$ cat src/rtl/shmul_pkg.sv
package shmul_pkg;

    typedef enum logic {
        PH_IDLE = 1'b0,
        PH_RUN  = 1'b1
    } phase_e;

    // Bits needed to count the steps 0 .. n-1.
    function automatic int unsigned step_bits(int unsigned n);
        return (n < 2) ? 1 : $clog2(n);
    endfunction

endpackage

$ cat src/rtl/cla_group.sv
// One lookahead group. Every carry inside the group is formed directly
// from the generate/propagate terms and the group carry-in.
module cla_group #(
    parameter int GW = 4
) (
    input  logic [GW-1:0] a,
    input  logic [GW-1:0] b,
    input  logic          cin,
    output logic [GW-1:0] sum,
    output logic          cout
);
    logic [GW-1:0] prop;
    logic [GW-1:0] gen;
    logic [GW:0]   cy;
    logic          chain;

    always_comb begin
        prop  = a ^ b;
        gen   = a & b;
        cy    = '0;
        chain = 1'b1;
        cy[0] = cin;
        for (int k = 1; k <= GW; k++) begin
            chain = 1'b1;
            for (int j = k - 1; j >= 0; j--) begin
                cy[k] = cy[k] | (gen[j] & chain);
                chain = chain & prop[j];
            end
            cy[k] = cy[k] | (chain & cin);
        end
        sum  = prop ^ cy[GW-1:0];
        cout = cy[GW];
    end
endmodule

$ cat src/rtl/cla_adder.sv
// Lookahead groups of GW bits; group carries ripple between groups.
module cla_adder #(
    parameter int W  = 32,
    parameter int GW = 4
) (
    input  logic [W-1:0] a,
    input  logic [W-1:0] b,
    input  logic         cin,
    output logic [W-1:0] sum,
    output logic         cout
);
    localparam int NGRP = W / GW;

    logic [NGRP:0] gcy;

    assign gcy[0] = cin;

    for (genvar gi = 0; gi < NGRP; gi++) begin : g_grp
        cla_group #(.GW(GW)) u_grp (
            .a    (a[gi*GW +: GW]),
            .b    (b[gi*GW +: GW]),
            .cin  (gcy[gi]),
            .sum  (sum[gi*GW +: GW]),
            .cout (gcy[gi+1])
        );
    end

    assign cout = gcy[NGRP];
endmodule

$ cat src/rtl/mul_step.sv
// One add-and-shift step on the double-width working register.
module mul_step #(
    parameter int OPW = 32,
    parameter int GW  = 4
) (
    input  logic [2*OPW-1:0] acc,
    input  logic [OPW-1:0]   mcand,
    output logic [2*OPW-1:0] acc_nx
);
    logic [OPW-1:0] add_sum;
    logic           add_cy;

    cla_adder #(.W(OPW), .GW(GW)) u_add (
        .a    (acc[2*OPW-1:OPW]),
        .b    (mcand),
        .cin  (1'b0),
        .sum  (add_sum),
        .cout (add_cy)
    );

    always_comb begin
        if (acc[0]) begin
            acc_nx = {add_cy, add_sum, acc[OPW-1:1]};
        end else begin
            acc_nx = {1'b0, acc[2*OPW-1:1]};
        end
    end
endmodule

$ cat src/rtl/shiftadd_mult.sv
module shiftadd_mult
    import shmul_pkg::*;
#(
    parameter int OPW = 32,
    parameter int GW  = 4
) (
    input  logic             clk,
    input  logic             rst,
    input  logic             start,
    input  logic [OPW-1:0]   op_a,
    input  logic [OPW-1:0]   op_b,
    output logic             busy,
    output logic             done,
    output logic [2*OPW-1:0] product
);
    localparam int          CW        = step_bits(OPW);
    localparam logic [CW-1:0] LAST_STEP = CW'(OPW - 1);

    typedef struct packed {
        phase_e           phase;
        logic [CW-1:0]    step;
        logic [2*OPW-1:0] acc;
        logic [OPW-1:0]   mcand;
        logic             done;
    } mul_st_t;

    localparam mul_st_t ST_RESET = '{
        phase: PH_IDLE,
        step:  '0,
        acc:   '0,
        mcand: '0,
        done:  1'b0
    };

    mul_st_t          st_d, st_q;
    logic [2*OPW-1:0] acc_step_d;

    mul_step #(.OPW(OPW), .GW(GW)) u_step (
        .acc    (st_q.acc),
        .mcand  (st_q.mcand),
        .acc_nx (acc_step_d)
    );

    always_comb begin
        st_d      = st_q;
        st_d.done = 1'b0;
        unique case (st_q.phase)
            PH_IDLE: begin
                if (start) begin
                    st_d.acc   = {{OPW{1'b0}}, op_b};
                    st_d.mcand = op_a;
                    st_d.step  = '0;
                    st_d.phase = PH_RUN;
                end
            end
            PH_RUN: begin
                st_d.acc = acc_step_d;
                if (st_q.step == LAST_STEP) begin
                    st_d.phase = PH_IDLE;
                    st_d.done  = 1'b1;
                end else begin
                    st_d.step = st_q.step + CW'(1);
                end
            end
            default: st_d = ST_RESET;
        endcase
    end

    always_ff @(posedge clk) begin
        if (rst) begin
            st_q <= ST_RESET;
        end else begin
            st_q <= st_d;
        end
    end

    assign busy    = (st_q.phase == PH_RUN);
    assign done    = st_q.done;
    assign product = st_q.acc;
endmodule

$ cat config.mk
export PLATFORM = sky130hd
export DESIGN_NAME = shiftadd_mult
export DESIGN_NICKNAME = d
export VERILOG_FILES = /design/src/rtl/shmul_pkg.sv /design/src/rtl/cla_group.sv /design/src/rtl/cla_adder.sv /design/src/rtl/mul_step.sv /design/src/rtl/shiftadd_mult.sv
export SDC_FILE = /design/constraint.sdc
export NUM_CORES = 1
export LEC_CHECK = 0
export ABC_AREA = 1
export CORE_ASPECT_RATIO = 1.25
export CORE_UTILIZATION = 45
export CTS_CLUSTER_DIAMETER = 40
export DETAILED_ROUTE_END_ITERATION = 7
export GPL_TIMING_DRIVEN = 0
export PLACE_DENSITY = 0.74
export SLEW_MARGIN = 30
export SYNTH_ARGS = -nofsm -noshare
export SYNTH_HDL_FRONTEND = slang
export SYNTH_HIERARCHICAL = 1
export SYNTH_SLANG_ARGS = --single-unit
$ cat constraint.sdc
create_clock -name clk -period 3.8 [get_ports clk]
set_input_delay 0.76 -clock clk [delete_from_list [all_inputs] [get_ports clk]]
set_output_delay 0.76 -clock clk [all_outputs]
set_load 0.005 [all_outputs]
-- After elaboration in Yosys (flattened, before gate mapping)
Index checks and enable logic that the tools add are counted.
- add/sub/neg operators: 1
- equality and inequality tests: 3
- multiplexer cells: 6
- bitwise operators: 222
- reductions and logical operators: 3
- operator list (kind ; count):
    70-bit case mux with 2 select lines ; 1
    1-bit AND ; 121
    102-bit 2-to-1 mux ; 1
    1-bit bitwise OR ; 76
    64-bit 2-to-1 mux ; 1
    4-bit XOR ; 16
    4-bit AND ; 8
    5-bit by 1-bit adder with 5-bit output, second input constant ; 1
    5-bit equality test, second input constant ; 1
    5-bit 2-to-1 mux ; 1
    2-bit inequality test, second input constant ; 2
    2-bit AND reduction ; 2
    1-bit 2-to-1 mux ; 2
    2-bit OR reduction ; 1
    1-bit inverter ; 1
- bits in registers: 103
- input port bits: 67
- output and inout bits: 66
- word-level logic and storage cells: 240

-- Depth between registers and ports, before layout
- word-level depth: 22
- depth in mapped cells: 37
- gate-level depth less buffers: 37

-- Modules after synthesis
Netlist, hierarchy kept.
- modules (own cells, without submodules) (module ; times used ; cells each ; area an instance (µm²) ; sequential area each (µm²)):
    shiftadd_mult ; 1 ; 599 ; 4581.9 ; 2062.0
    cla_group at u_step.u_add.g_grp[0].u_grp ... ; 4 ; 31 ; 188.9 ; 0.0
    mul_step ; 1 ; 138 ; 678.2 ; 0.0
    cla_group at u_step.u_add.g_grp[5].u_grp ... ; 3 ; 27 ; 171.4 ; 0.0
    cla_group at u_step.u_add.g_grp[4].u_grp ; 1 ; 31 ; 186.4 ; 0.0

-- Worst setup path before layout
No wires, ideal clock.
- kind: register to register
- from: register st_q, in the netlist product[33]
- to: register st_q, in the netlist product[60]
- library setup time: 0.128 ns
- data arrival time: 3.748 ns
- required time: 3.672 ns
- path slack: -0.075 ns
- stages on the path, launching flop included: 36
- buffers on the path: 0
- period minus slack after synthesis: 3.875 ns
- path through: dfxtp_1 > ha_1 > nand2_2 > nand3_1 > nand3_1 > nand2_1 > nand3_1 > nand3_1 > nand3_1 > nand2_1 > nand3_1 > nand3_1 > nand3_1 > nand2_1 > nand3_1 > nand3_1 > nand3_1 > nand2_1 > nand3_1 > nand3_1 > nand3_1 > nand2_1 > nand3_1 > nand3_1 > nand3_1 > nand2_1 > nand3_1 > nand3_1 > nand3_1 > nand2_1 > fa_1 > xor2_1 > nand2_1 > nand2_1 > a22oi_1 > nor2_1
- longest elaborated chain between the ends: 21
- elaborated cells on any way between the ends: 24
- classes of those cells: mux (2); bitwise (22)
- ends and longest elaborated chain (item ; RTL line ; text):
    start: declaration ; shiftadd_mult.sv:35 ; mul_st_t st_d, st_q;
    start signal: assignment ; shiftadd_mult.sv:73 ; st_q <= st_d;
    4-bit AND / 4-bit XOR (equally long branches) ; cla_group.sv:19, cla_group.sv:18 ;
    1-bit AND, on equally long branches ; cla_group.sv:26, cla_group.sv:27 ;
    1-bit bitwise OR / 1-bit AND (equally long branches) ; cla_group.sv:26 ; cy[k] = cy[k] | (gen[j] & chain);
    1-bit bitwise OR (*) ; cla_group.sv:26 ;
    named net u_step.u_add.gcy[1] ; cla_adder.sv:14 ; logic [NGRP:0] gcy;
    1-bit AND (*) ; cla_group.sv:29 ; cy[k] = cy[k] | (chain & cin);
    1-bit bitwise OR (*) ; cla_group.sv:29 ;
    named net u_step.u_add.gcy[2] ; cla_adder.sv:14 ;
    [... 2 more ...] ; -- ;
    named net u_step.u_add.gcy[3] ; cla_adder.sv:14 ;
    [... 2 more ...] ; -- ;
    named net u_step.u_add.gcy[4] ; cla_adder.sv:14 ;
    [... 2 more ...] ; -- ;
    named net u_step.u_add.gcy[5] ; cla_adder.sv:14 ;
    [... 2 more ...] ; -- ;
    named net u_step.u_add.gcy[6] ; cla_adder.sv:14 ;
    [... 2 more ...] ; -- ;
    named net u_step.u_add.gcy[7] ; cla_adder.sv:14 ;
    1-bit AND (*) ; cla_group.sv:29 ;
    1-bit bitwise OR (*) ; cla_group.sv:29 ;
    4-bit XOR (*) ; cla_group.sv:31 ; sum = prop ^ cy[GW-1:0];
    named net u_step.add_sum[29] ; mul_step.sv:10 ; logic [OPW-1:0] add_sum;
    64-bit 2-to-1 mux (*) ; mul_step.sv:22 ; if (acc[0]) begin
    named net acc_step_d[60] ; shiftadd_mult.sv:36 ; logic [2*OPW-1:0] acc_step_d;
    70-bit case mux with 2 select lines (*) ; shiftadd_mult.sv:47 ; unique case (st_q.phase)
The timed path passes the listed nets; every way through them passes the cells marked *.
A chain may end at the register's enable or synchronous reset.

-- Worst setup path after layout
- from: register st_q, in the netlist product[34]
- to: register st_q, in the netlist product[49]
- longest elaborated chain between the ends: 16
- elaborated cells on any way between the ends: 21
- classes of those cells: mux (2); bitwise (19)
- ends and longest elaborated chain (item ; RTL line):
    4-bit AND / 4-bit XOR (equally long branches) ; cla_group.sv:19, cla_group.sv:18
    1-bit AND, on equally long branches ; cla_group.sv:26, cla_group.sv:27
    1-bit bitwise OR (tied with other cells) ; cla_group.sv:26
    1-bit bitwise OR / 1-bit AND (equally long branches) ; cla_group.sv:26
    1-bit bitwise OR (*) ; cla_group.sv:26
    named net u_step.u_add.gcy[1] ; cla_adder.sv:14
    1-bit AND (*) ; cla_group.sv:29
    1-bit bitwise OR (*) ; cla_group.sv:29
    named net u_step.u_add.gcy[2] ; cla_adder.sv:14
    [... 2 more ...] ; --
    named net u_step.u_add.gcy[3] ; cla_adder.sv:14
    [... 2 more ...] ; --
    named net u_step.u_add.gcy[4] ; cla_adder.sv:14
    1-bit AND (*) ; cla_group.sv:29
    1-bit bitwise OR (*) ; cla_group.sv:29
    4-bit XOR (*) ; cla_group.sv:31
    named net u_step.add_sum[18] ; mul_step.sv:10
    64-bit 2-to-1 mux (*) ; mul_step.sv:22
    named net acc_step_d[49] ; shiftadd_mult.sv:36
    70-bit case mux with 2 select lines (*) ; shiftadd_mult.sv:47
Marked as above.

==> metrics <==
Finished Layout Cells 1330; Synth top area share 0.307; maximum vdd drop 0.160 mV; # rows 49; sequential share of the synthesized area 0.307; IO Pins roughly 130; CP Buf/Inv Count 10; Peak Freq 262 MHz; count of input and output buffers 130; main area contributors after synthesis dfxtp_1, nand2_1, buf_4, nand3_1, ha_1; chip height 139 um; area leader, netlist dfxtp_1; CP peak stage delay roughly 400 ps; Clock Latency Late Sink between 300 and 400 ps; minimum clock period around 3800 ps; first-pass GRT wire length around 27000 um; DP HPWL 11900 um; post-DR vias/cell 4.88; number of max-cap violations 0; RSZ-0062 raised after global routing yes; Unique masters post-synth 27; Ys Warns 6; GRT overflow 0; Yosys reg bits 103; drt total wl 17000 um; Starting Density 0.464; die area approximately 0.015 sq mm; Placeable Area 0.0145 sq mm; Layout area overhead 35.4%; worst-path fanout max 5; PnR worst setup slack -15.9 ps; Hold Crit Class reg2reg; final worst-path cycle share 1.00; share of layout cells above drive strength 1 0.204; CTS buffer count 9; syn_area_per_cell 6.90 sq um; WL per Instance 12.8 um; PD cells between 300 and 400 mW/mm^2; delay-heaviest family, CP simple AND/OR/NAND/NOR gates; placed cell areas slightly above 0.008 sq mm; CTS tree yes; Leakage Power 4.57 nW; TritonRoute pass-1 iters 8; CP startpoint kind register; Fin. Hold Viols 0; # diodes 0; Worst Clk Skew just under 8 ps; vias in the first global route 5972; status finished, violations left; Syn Std Cell Area 0.00672 sq mm; CTS clk-pin slew, worst paths around 70 ps; clk sinks ~100; Final Total Pwr around 2.9 mW; pin count of the biggest net entering global routing 17; Gate Count Post-Synth 973; DR vias 6493; Max Transition Viols Final 0; final setup fails 3; failing checks design-rule violations, negative setup slack; Die Wd 111 um; critical path class reg2reg; Iteration-0 DRC Markers 391; WP data arrival 4060 ps; overall routing resource usage 0.218; clk root buf clkbuf_16; RD Place Congestion 0.835; H-tree depth 3; Finished Cell Area 0.00909 sq mm; Clock Path Buffers 2; Crit path required time 4040 ps; initial antenna violation count 0; nets@finish 1257; CP max stage cell dfxtp_1; drt drc 18; post-route ant nets 0; CP endpoint kind register; Sum Neg Setup Slack -32.6 ps; cell count after placement 1283
[path summary, 6_finish.rpt]
check / start / endpoint / slack [ps] / cells after the start
hold reg to reg: st_q[15] / st_q[15] / 490 / 2
setup reg to reg: product[34] / product[49] / -20 / 33
setup / recovery: product[34] / product[49] / -20 / 33
hold / removal: st_q[15] / st_q[15] / 490 / 2
[per-stage QoR]
stage / worst slack [ps] / util / hold slack [ps]
CTS: 3.28 / 0.619 / 496
global placement: -509 / 0.571 / 471
finish: -15.9 / 0.629 / 491
floorplan: 30.8 / - / 458
detailed placement: -577 / 0.571 / 480
global route: -257 / 0.629 / 511
[cells in the mapped netlist (all sizes together)]
library cell / number
nand2: 274
buf: 135
nor2: 116
dfxtp: 103
nand3: 101
inv: 85
ha: 35
o21ai: 34
a22oi: 32
nand4: 16
a21oi: 11
fa: 8
or2: 8
clkbuf: 5
xnor2: 5
xor2: 3
and3: 1
conb: 1
[worst register-to-register path: cells and delay by family, from the launching register on]
family / cells / cell delay (ps)
simple gates: 21 / 1570
fa+ha+maj: 1 / 340
flops: 1 / 400
compound gates: 1 / 170
buf+inv: 10 / 1220
[power breakdown]
| group | switching, mW | internal, mW |
|---|---|---|
| sequential | 0.0438 | 1.14 |
| clock | 0.411 | 0.709 |
| combinational | 0.274 | 0.292 |
| total | 0.728 | 2.14 |
[layer usage]
layer / up-vias / share of wire / GRT usage
met5: - / 0 / 0
met4: 0 / 0.018 / 0.0818
met3: 25 / 0.071 / 0.0503
met2: 208 / 0.49 / 0.384
met1: 2920 / 0.42 / 0.255
li1: 3340 / - / -
[flip-flops by register name (all words and copies together), names as in the netlist]
| signal | count |
|---|---|
| busy | 1 |
| done | 1 |
| product | 64 |
| st_q | 37 |
[placed cells by master (no fill, tap or decap), drive strengths merged, types with 3 or more instances in the layout]
| cell | n |
|---|---|
| dfxtp | 103 |
| or2 | 8 |
| buf | 166 |
| xor2 | 3 |
| conb | 3 |
| xnor2 | 5 |
| inv | 85 |
| nand3 | 101 |
| ha | 35 |
| clkbuf | 15 |
| a21oi | 11 |
| a22oi | 32 |
| clkdlybuf4s50 | 130 |
| fa | 8 |
| bufinv | 4 |
| nor2 | 116 |
| o21ai | 34 |
| nand2 | 274 |
| nand4 | 16 |
[area by class of cell]
class,instances,area [sq um]
fillers,1337,5380
multi-input cells,647,3550
flip-flops and latches,103,2070
repair buffers,161,1540
plain buffers,140,1030
inverters,85,324
clock buffers,10,229
well taps,178,223
clock inverters,6,133
[cell families (layout without fill, tap and decap cells)]
logic type | count (synthesis) | in the layout | synth area share
AO/OA/AOI/OAI | 77 | 77 | 0.0693
flip-flops | 103 | 103 | 0.307
other | 1 | 3 | 0.000558
adder cells (fa/ha/maj) | 43 | 43 | 0.0890
buffers and inverters | 225 | 402 | 0.201
XOR/XNOR | 8 | 8 | 0.0104
AND/OR/NAND/NOR | 516 | 516 | 0.323
[timing repair]
action	in CTS	in global routing
buffers inserted	25	8
hold buffers	0	0
setup endpoints to repair	8	9
pin swaps	16	20
gates cloned	0	0
resized for setup	34	19
No activity file was read; power rests on OpenSTA's default activity.
